**src/rtl/fifo_pkg.sv**
```systemverilog
package fifo_pkg;
    // Source of the head word presented at the output
    typedef enum logic {
        SRC_RAM = 1'b0,
        SRC_BYP = 1'b1
    } head_src_e;
endpackage

```
**src/rtl/fifo_sync_ram.sv**
```systemverilog
// Two-port memory: one write port, one read port with one-cycle registered read.
module fifo_sync_ram #(
    parameter int WIDTH = 16,
    parameter int DEPTH = 8,
    localparam int AW = $clog2(DEPTH)
) (
    input  logic             clk,
    input  logic             we,
    input  logic [AW-1:0]    waddr,
    input  logic [WIDTH-1:0] wdata,
    input  logic [AW-1:0]    raddr,
    output logic [WIDTH-1:0] rdata
);
    logic [WIDTH-1:0] mem_q [DEPTH];
    logic [WIDTH-1:0] rdata_q;

    always_ff @(posedge clk) begin
        if (we) begin
            mem_q[waddr] <= wdata;
        end
        rdata_q <= mem_q[raddr];
    end

    assign rdata = rdata_q;
endmodule

```
**src/rtl/fifo_ptr_ctrl.sv**
```systemverilog
// Pointers, occupancy and read-ahead address generation.
module fifo_ptr_ctrl #(
    parameter int DEPTH = 8,
    localparam int AW = $clog2(DEPTH),
    localparam int CW = AW + 1
) (
    input  logic          clk,
    input  logic          rst_n,
    input  logic          flush,
    input  logic          push,
    input  logic          pop,
    output logic          ram_we,
    output logic [AW-1:0] ram_waddr,
    output logic [AW-1:0] ram_raddr,
    output logic          load_byp,
    output logic          full,
    output logic          empty,
    output logic [CW-1:0] usage
);
    typedef struct packed {
        logic [AW-1:0] wr_ptr;
        logic [AW-1:0] rd_ptr;
        logic [CW-1:0] cnt;
    } ctrl_t;

    ctrl_t st_d, st_q;
    logic  do_push, do_pop;

    assign full  = (st_q.cnt == CW'(DEPTH));
    assign empty = (st_q.cnt == '0);
    assign usage = st_q.cnt;

    always_comb begin
        st_d      = st_q;
        do_push   = push && !full;
        do_pop    = pop && !empty;
        ram_we    = 1'b0;
        ram_waddr = st_q.wr_ptr;
        ram_raddr = st_q.rd_ptr;
        load_byp  = 1'b0;
        if (flush) begin
            st_d = '0;
        end else begin
            ram_we = do_push;
            if (do_push) begin
                st_d.wr_ptr = st_q.wr_ptr + AW'(1);
            end
            if (do_pop) begin
                st_d.rd_ptr = st_q.rd_ptr + AW'(1);
            end
            // read ahead: address the entry that will be head after this edge
            ram_raddr = st_d.rd_ptr;
            // that entry is written in this very cycle: memory cannot return it
            load_byp = do_push &&
                       ((st_q.cnt == '0) || ((st_q.cnt == CW'(1)) && do_pop));
            case ({do_push, do_pop})
                2'b10:   st_d.cnt = st_q.cnt + CW'(1);
                2'b01:   st_d.cnt = st_q.cnt - CW'(1);
                default: st_d.cnt = st_q.cnt;
            endcase
        end
    end

    always_ff @(posedge clk or negedge rst_n) begin
        if (!rst_n) begin
            st_q <= '0;
        end else begin
            st_q <= st_d;
        end
    end


    no_overflow_chk: assert property (@(posedge clk) disable iff (!rst_n)
        st_q.cnt <= CW'(DEPTH));

    full_push_ignored_chk: assert property (@(posedge clk) disable iff (!rst_n)
        push && full && !pop && !flush |=> full && $stable(usage));

    empty_pop_ignored_chk: assert property (@(posedge clk) disable iff (!rst_n)
        pop && empty && !push && !flush |=> empty);

    flush_clears_chk: assert property (@(posedge clk) disable iff (!rst_n)
        flush |=> empty && (usage == '0));

    stream_count_chk: assert property (@(posedge clk) disable iff (!rst_n)
        push && pop && !empty && !full && !flush |=> $stable(usage));
endmodule

```
**src/rtl/fifo_head_bypass.sv**
```systemverilog
// Bypass register for a word that memory cannot return in time, plus output select.
module fifo_head_bypass
    import fifo_pkg::*;
#(
    parameter int WIDTH = 16
) (
    input  logic             clk,
    input  logic             rst_n,
    input  logic             flush,
    input  logic             load_byp,
    input  logic [WIDTH-1:0] data_in,
    input  logic [WIDTH-1:0] ram_rdata,
    output logic [WIDTH-1:0] head
);
    typedef struct packed {
        logic [WIDTH-1:0] byp;
        head_src_e        src;
    } byp_t;

    byp_t bs_d, bs_q;

    always_comb begin
        bs_d     = bs_q;
        bs_d.src = SRC_RAM;
        if (!flush && load_byp) begin
            bs_d.byp = data_in;
            bs_d.src = SRC_BYP;
        end
    end

    always_ff @(posedge clk or negedge rst_n) begin
        if (!rst_n) begin
            bs_q <= '{byp: '0, src: SRC_RAM};
        end else begin
            bs_q <= bs_d;
        end
    end

    assign head = (bs_q.src == SRC_BYP) ? bs_q.byp : ram_rdata;


    byp_one_cycle_chk: assert property (@(posedge clk) disable iff (!rst_n)
        (bs_q.src == SRC_BYP) && !load_byp |=> bs_q.src == SRC_RAM);
endmodule

```
**src/rtl/sram_show_ahead_fifo.sv**
```systemverilog
module sram_show_ahead_fifo #(
    parameter int WIDTH = 16,
    parameter int DEPTH = 8,
    localparam int AW = $clog2(DEPTH),
    localparam int CW = AW + 1
) (
    input  logic             clk,
    input  logic             rst_n,
    input  logic             flush,
    input  logic             push,
    input  logic [WIDTH-1:0] data_in,
    output logic             full,
    input  logic             pop,
    output logic [WIDTH-1:0] data_out,
    output logic             empty,
    output logic [CW-1:0]    usage
);
    logic             ram_we;
    logic [AW-1:0]    ram_waddr, ram_raddr;
    logic [WIDTH-1:0] ram_rdata;
    logic             load_byp;

    fifo_ptr_ctrl #(.DEPTH(DEPTH)) u_ctrl (
        .clk, .rst_n, .flush, .push, .pop,
        .ram_we, .ram_waddr, .ram_raddr, .load_byp,
        .full, .empty, .usage
    );

    fifo_sync_ram #(.WIDTH(WIDTH), .DEPTH(DEPTH)) u_ram (
        .clk, .we(ram_we), .waddr(ram_waddr), .wdata(data_in),
        .raddr(ram_raddr), .rdata(ram_rdata)
    );

    fifo_head_bypass #(.WIDTH(WIDTH)) u_byp (
        .clk, .rst_n, .flush, .load_byp, .data_in, .ram_rdata,
        .head(data_out)
    );


    first_word_visible_chk: assert property (@(posedge clk) disable iff (!rst_n)
        push && empty && !flush |=> !empty && (data_out == $past(data_in)));

    single_swap_chk: assert property (@(posedge clk) disable iff (!rst_n)
        push && pop && (usage == CW'(1)) && !flush |=>
            (usage == CW'(1)) && (data_out == $past(data_in)));
endmodule

```
**config.mk**
```make
export PLATFORM = sky130hd
export DESIGN_NAME = sram_show_ahead_fifo
export DESIGN_NICKNAME = d
export VERILOG_FILES = /design/src/rtl/fifo_pkg.sv /design/src/rtl/fifo_sync_ram.sv /design/src/rtl/fifo_ptr_ctrl.sv /design/src/rtl/fifo_head_bypass.sv /design/src/rtl/sram_show_ahead_fifo.sv
export SDC_FILE = /design/constraint.sdc
export NUM_CORES = 1
export LEC_CHECK = 0
export BUFFER_PORTS_ARGS = -buffer_cell sky130_fd_sc_hd__buf_2
export CAP_MARGIN = 20
export CORE_ASPECT_RATIO = 1.1
export CORE_MARGIN = 3
export CORE_UTILIZATION = 55
export DETAILED_ROUTE_END_ITERATION = 12
export HOLD_SLACK_MARGIN = 0.08
export PLACE_DENSITY = 0.7
export SLEW_MARGIN = 10
export SYNTH_ARGS = -nofsm -noshare
export SYNTH_HDL_FRONTEND = slang
export SYNTH_HIERARCHICAL = 1
export SYNTH_SLANG_ARGS = --single-unit
```
**constraint.sdc**
```tcl
create_clock -name clk -period 8.2 [get_ports clk]
set_input_delay 0.82 -clock clk [delete_from_list [all_inputs] [get_ports clk]]
set_output_delay 0.82 -clock clk [all_outputs]
set_load 0.05 [all_outputs]
```
; ---- Yosys cells after proc, flatten, opt, wreduce, memory -nomap -nowiden
; Memory sizes are Yosys's and may differ from the RTL's. A register that Yosys moved wholly into a read port is not among the register bits.
; Index checks and enable logic that the tools add are counted.
[word_totals]
register_bits = 27
ram_bits = 128
in_bits = 21
output_inout_bits = 22
word_cells = 37
mem_count = 1
[op_classes]
addsub = 4
eq_ne = 4
mux = 11
reduce_logical = 12
[memory_table]
columns = name, words, word_bits, read_ports, rd_clocked_by_memory_dff, wr, line
row1 = u_ram.mem_q, 8, 16, 1, 1, 1, fifo_sync_ram.sv:14  ; logic [WIDTH-1:0] mem_q [DEPTH];
[ops]
columns = cell, count
row1 = $mux W16, 1
row2 = $mux W10, 1
row3 = $mux W3, 3
row4 = $pmux W4 S2, 1
row5 = $add A3 B1 Y3 const B, 2
row6 = $logic_and A1 B1 Y1, 5
row7 = $mux W1, 5
row8 = $add A4 B1 Y4 const B, 1
row9 = $eq A4 B1 Y1 const B, 1
row10 = $eq A4 B4 Y1 const B, 1
row11 = $logic_not A4 Y1, 1
row12 = $sub A4 B1 Y4 const B, 1
row13 = $logic_not A1 Y1, 3
row14 = $reduce_bool A3 Y1, 1
row15 = $eq A2 B1 Y1 const B, 1
row16 = $eq A2 B2 Y1 const B, 1
row17 = $reduce_bool A2 Y1, 1
row18 = $logic_or A1 B1 Y1, 1

; ---- Depth between registers and ports, before layout
[depth]
word_depth = 9
depth_mapped = 9

; ---- Modules after synthesis
; The synthesis kept the hierarchy.
[by_module_without_submodules]
columns = module, instances, cells_each, area_each_um2, seq_area_each_um2
row1 = fifo_sync_ram, 1, 214, 5293.8, 4164.0
row2 = fifo_head_bypass, 1, 54, 877.1, 425.4
row3 = fifo_ptr_ctrl, 1, 86, 784.5, 250.2

; ---- Worst setup path before layout
; Ideal clock, no wire load.
[synth_timing]
path_kind = reg2reg
startpoint = register u_ctrl.st_q, in the netlist u_ctrl/usage[0]
endpoint = register u_ram.rdata_q[1] (netlist: u_ram/rdata[1]), read port of u_ram.mem_q
setup_ps = 121
arrival_time_ps = 2991
required_ps = 8079
slack_ps = 5088
path_stages_with_launch = 10
period_less_slack_ps = 3112
cell_sequence = dfrtp_1 inv_1 ha_1 nor3b_2 nor3b_2 xor2_1 buf_6 buf_6 mux4_1 mux2_2
[synth_between]
elab_chain_len = 5
[synth_rtl]
columns = element, line
row1 = from (decl), fifo_ptr_ctrl.sv:26  ; ctrl_t st_d, st_q;
row2 = from (signal assigned), fifo_ptr_ctrl.sv:68  ; st_q <= st_d;
row3 = $logic_not A4 Y1, fifo_ptr_ctrl.sv:30  ; assign empty = (st_q.cnt == '0);
row4 = named net empty, sram_show_ahead_fifo.sv:15  ; output logic empty,
row5 = $logic_not A1 Y1, fifo_ptr_ctrl.sv:36  ; do_pop = pop && !empty;
row6 = $logic_and A1 B1 Y1, fifo_ptr_ctrl.sv:36
row7 = $mux W3, fifo_ptr_ctrl.sv:48  ; if (do_pop) begin
row8 = $mux W3, fifo_ptr_ctrl.sv:41  ; if (flush) begin
row9 = named net ram_raddr[0], sram_show_ahead_fifo.sv:19  ; logic [AW-1:0] ram_waddr, ram_raddr;
row10 = to (decl), fifo_sync_ram.sv:15  ; logic [WIDTH-1:0] rdata_q;
; The timed path passes the listed nets, and every way through them passes these cells.
; A chain may end at the register's enable or synchronous reset.

; ---- Worst setup path after layout
[layout_timing]
startpoint = register u_ctrl.st_q, in the netlist u_ctrl/usage[0]
endpoint = register u_ram.rdata_q[11] (netlist: u_ram/rdata[11]), read port of u_ram.mem_q
[layout_between]
elab_chain_len = 5
[layout_rtl]
columns = element, line
row1 = $logic_not A4 Y1, fifo_ptr_ctrl.sv:30
row2 = $logic_not A1 Y1, fifo_ptr_ctrl.sv:36
row3 = $logic_and A1 B1 Y1, fifo_ptr_ctrl.sv:36
row4 = $mux W3, fifo_ptr_ctrl.sv:48
row5 = $mux W3, fifo_ptr_ctrl.sv:41
row6 = named net ram_raddr[0], sram_show_ahead_fifo.sv:19
; The timed path passes the listed nets, and every way through them passes these cells.

==> qor.txt <==
Sw power = 842 uW
Setup TNS = 0 ns
Hold_buf cts = 0
Vias in the first global route = 3272
IO Pins = 43
Final Hold Viols = 0
Distinct cells, synth = 42
Mean Syn Cell Area = 19.6 um2
Deepest clock path buffer count = 2
Placed insts = 536
Total of max-cap violations = 0
CP max FO = 32
Vias = 3259
Largest net degree at the start of global routing = 33
Combinational Power Share = 30.1%
Initial antenna violation count = 1
Mapped Area = 6960 um2
Starting density of the core = 57.1%
Post-synthesis sequential area ratio = 69.6%
Max Fclk = 0.312 GHz
Clock-pin slew on the worst setup and hold paths = 0.06 ns
Core ar. = 12200 um2
Htree depth = 4
Mapped Cells = 354
Total GRT Usage = 18.6%
Worst slew margin = 37.0%
CTS resizes = 0
RR Endpoint = u_ram/rdata[11]
Inserted Clock Buffers = 17
First-pass GRT wire length = 18.6 mm
Pwr per Cell Area = 339 nW/um2
Top cell type's share of synthesized area = 55.3%
Max IR drop VDD = 0.247 mV
Chip width = 113 um
Critical path launch point type = flip-flop
Status = completed
Site Rows = 42
Clock Sink Count = 171
Clock share of power = 28.1%
Grt ovf = 0
Gpl congestion = 0.798
Final period utilization = 39.1%
Pint = 1.82 mW
Clock skew = 0.00634 ns
DIE HEIGHT = 124 um
Largest cells by area after synthesis = edfxtp_1 55%, mux4_1 11%, dfrtp_1 9.7%
Vias/cell = 5.74
Pwr Total = 2.66 mW
Die Area = 14000 um2
Post-Route WL = 12.1 mm
Post-CTS Setup Bufs = 0
Max-slew violation count = 0
Remaining DRCs = 0
Ant. Diodes = 0
Share of layout cells above drive strength 1 = 35.3%
FF-to-FF path depth = 8
Flop2flop setup slack = 5.00 ns
Switching portion of total power = 31.6%
Syn_nets = 380
Reg2reg start = u_ctrl/usage[0]
Finished Layout Cells = 568
Worst path arrival time = 3.51 ns
Root buffer cell = clkbuf_16
# setup viols final = 0
Seq pwr share = 41.8%
Class of the worst hold path = in -> async
Tightest Pin Transition = 0.945 ns
Nets = 427
RSZ-0062 raised after global routing = no
Clk_lat worst skew = 0.42 ns
Initial DRC Count = 223
Min Clock Period, post-route = 3.20 ns
CP Class = reg -> reg
Routed wire per std cell = 21.3 um
Area Growth Syn to Fin = 12.9%
1st-pass router iterations = 4
IO Port Bufs = 42
DRT antenna net count = 0
Setup crit end kind = flip-flop
WP data required = 8.50 ns
Post-synth top area cell = edfxtp_1
TritonCTS clock tree = built
Synthesis Warnings = 6
Static Leak = 2.84 nW
Yosys reg bits = 171
Final HPWL DP = 6.66 mm
-- worst max-delay path by stage --
| stage | from | to | slack [ns] | cells past startpoint |
|---|---|---|---|---|
| 6_report | u_ctrl/usage[0] | u_ram/rdata[11] | 5.00 | 8 |
| 5_1_grt | u_ctrl/usage[0] | u_ram/rdata[8] | 4.83 | 8 |
| 4_1_cts | u_ctrl/usage[0] | u_ram/rdata[3] | 4.99 | 8 |
| 3_5_place_dp | flush | u_ram/rdata[10] | 5.03 | 6 |
| 3_3_place_gp | flush | u_ram/rdata[2] | 5.07 | 6 |
| 2_1_floorplan | u_ctrl/usage[0] | u_ram/rdata[1] | 5.09 | 9 |
-- cell usage after synthesis (all sizes together) --
cell type / number
a21oi: 3
nor2b: 2
mux2: 51
nor3: 3
o31ai: 1
inv: 5
dfrtp: 27
xnor2: 1
or3b: 1
nor3b: 2
o21ai: 4
clkbuf: 3
nand2: 9
nand3b: 2
nand2b: 5
edfxtp: 128
o211ai: 1
nand4: 1
mux2i: 2
nor2: 16
mux4: 32
a211oi: 1
nand3: 2
nor4b: 1
o22ai: 3
buf: 21
ha: 5
xor2: 6
dfxtp: 16
-- through the flow --
| step | utilization, % | worst slack, ns | instance area, um2 | hold WS, ns |
|---|---|---|---|---|
| after global placement | 59.8 | 5.07 | 7290 | 0.484 |
| after detailed placement | 59.8 | 5.03 | 7290 | 0.492 |
| final | 64.4 | 5.00 | 7850 | 0.482 |
| after CTS | 64.4 | 4.99 | 7850 | 0.499 |
| after global routing | 64.4 | 4.83 | 7850 | 0.520 |
| after floorplan | - | 5.09 | 6960 | 0.475 |
-- worst max-delay path, cell delays in order (launching register included) --
cell and delay [ns]:
dfrtp_1 0.45, inv_1 0.09, ha_1 0.33, nor3b_2 0.24
nor3b_2 0.41, xor2_4 0.16, buf_4 0.47, mux4_1 0.63
mux2_2 0.27
-- power groups by stage --
stage / logic (mW) / registers, mW / clock network [mW]
6_report: 0.801 / 1.11 / 0.748
5_1_grt: 0.855 / 1.13 / 0.801
4_1_cts: 0.809 / 1.11 / 0.763
3_5_place_dp: 0.804 / 1.13 / 0
3_3_place_gp: 0.792 / 1.13 / 0
2_1_floorplan: 0.707 / 1.10 / 0
-- layout by cell type, fill, tap and decap left out, types with 2 or more instances in the layout --
cell          n
edfxtp_1    128
xor2_1        4
nor3_2        2
mux2_2       39
dfrtp_1      27
ha_1          5
nor3b_2       2
nand3_1       2
buf_2        42
mux2_1        3
clkinv_4      2
dfxtp_1      16
a21oi_1       3
clkbuf_16    17
mux4_2        4
nand2b_1      4
mux2i_1       2
buf_4        10
nor2_1       16
nand3b_1      2
clkinvlp_4    4
inv_1         5
nand2_1       8
mux4_1       28
mux2_4        9
clkinv_2      3
o22ai_1       3
o21ai_0       3
inv_6         3
-- registers in the layout, indices dropped and copies added (netlist names) --
name and flops:
u_ctrl/ram_waddr 3, u_ram/rdata 16, u_ctrl/st_q 3, u_ram/mem_q 128, u_ctrl/usage 4, u_byp/bs_q 17
-- layer usage --
| layer | wire length, um | part of all wire (%) | track usage, % |
|---|---|---|---|
| met5 | 13 | 0.11 | 0 |
| met4 | 177 | 1.5 | 7.81 |
| met3 | 482 | 4.0 | 4.66 |
| met2 | 5860 | 48 | 28.4 |
| met1 | 5570 | 46 | 26.0 |
-- final cells by class --
class                   instances  area, um2
clock buffers                  19        443
inverters                       5       18.8
multi-input cells             154       1950
repair buffers                 52        285
flip-flops and latches        171       4840
clock inverters                13        119
well taps                     154        193
fillers                       854       4340
-- logic make-up (layout without fill, tap and decap cells) --
group,Yosys count,in the layout,synth area share (%)
flops,171,171,69.6
fa+ha+maj,5,5,0.899
compound gates,13,13,1.26
mux,85,85,20.9
simple gates,44,44,3.51
xor+xnor,7,7,0.989
buf+inv,29,89,2.86
(Power assumes the default switching activity.)
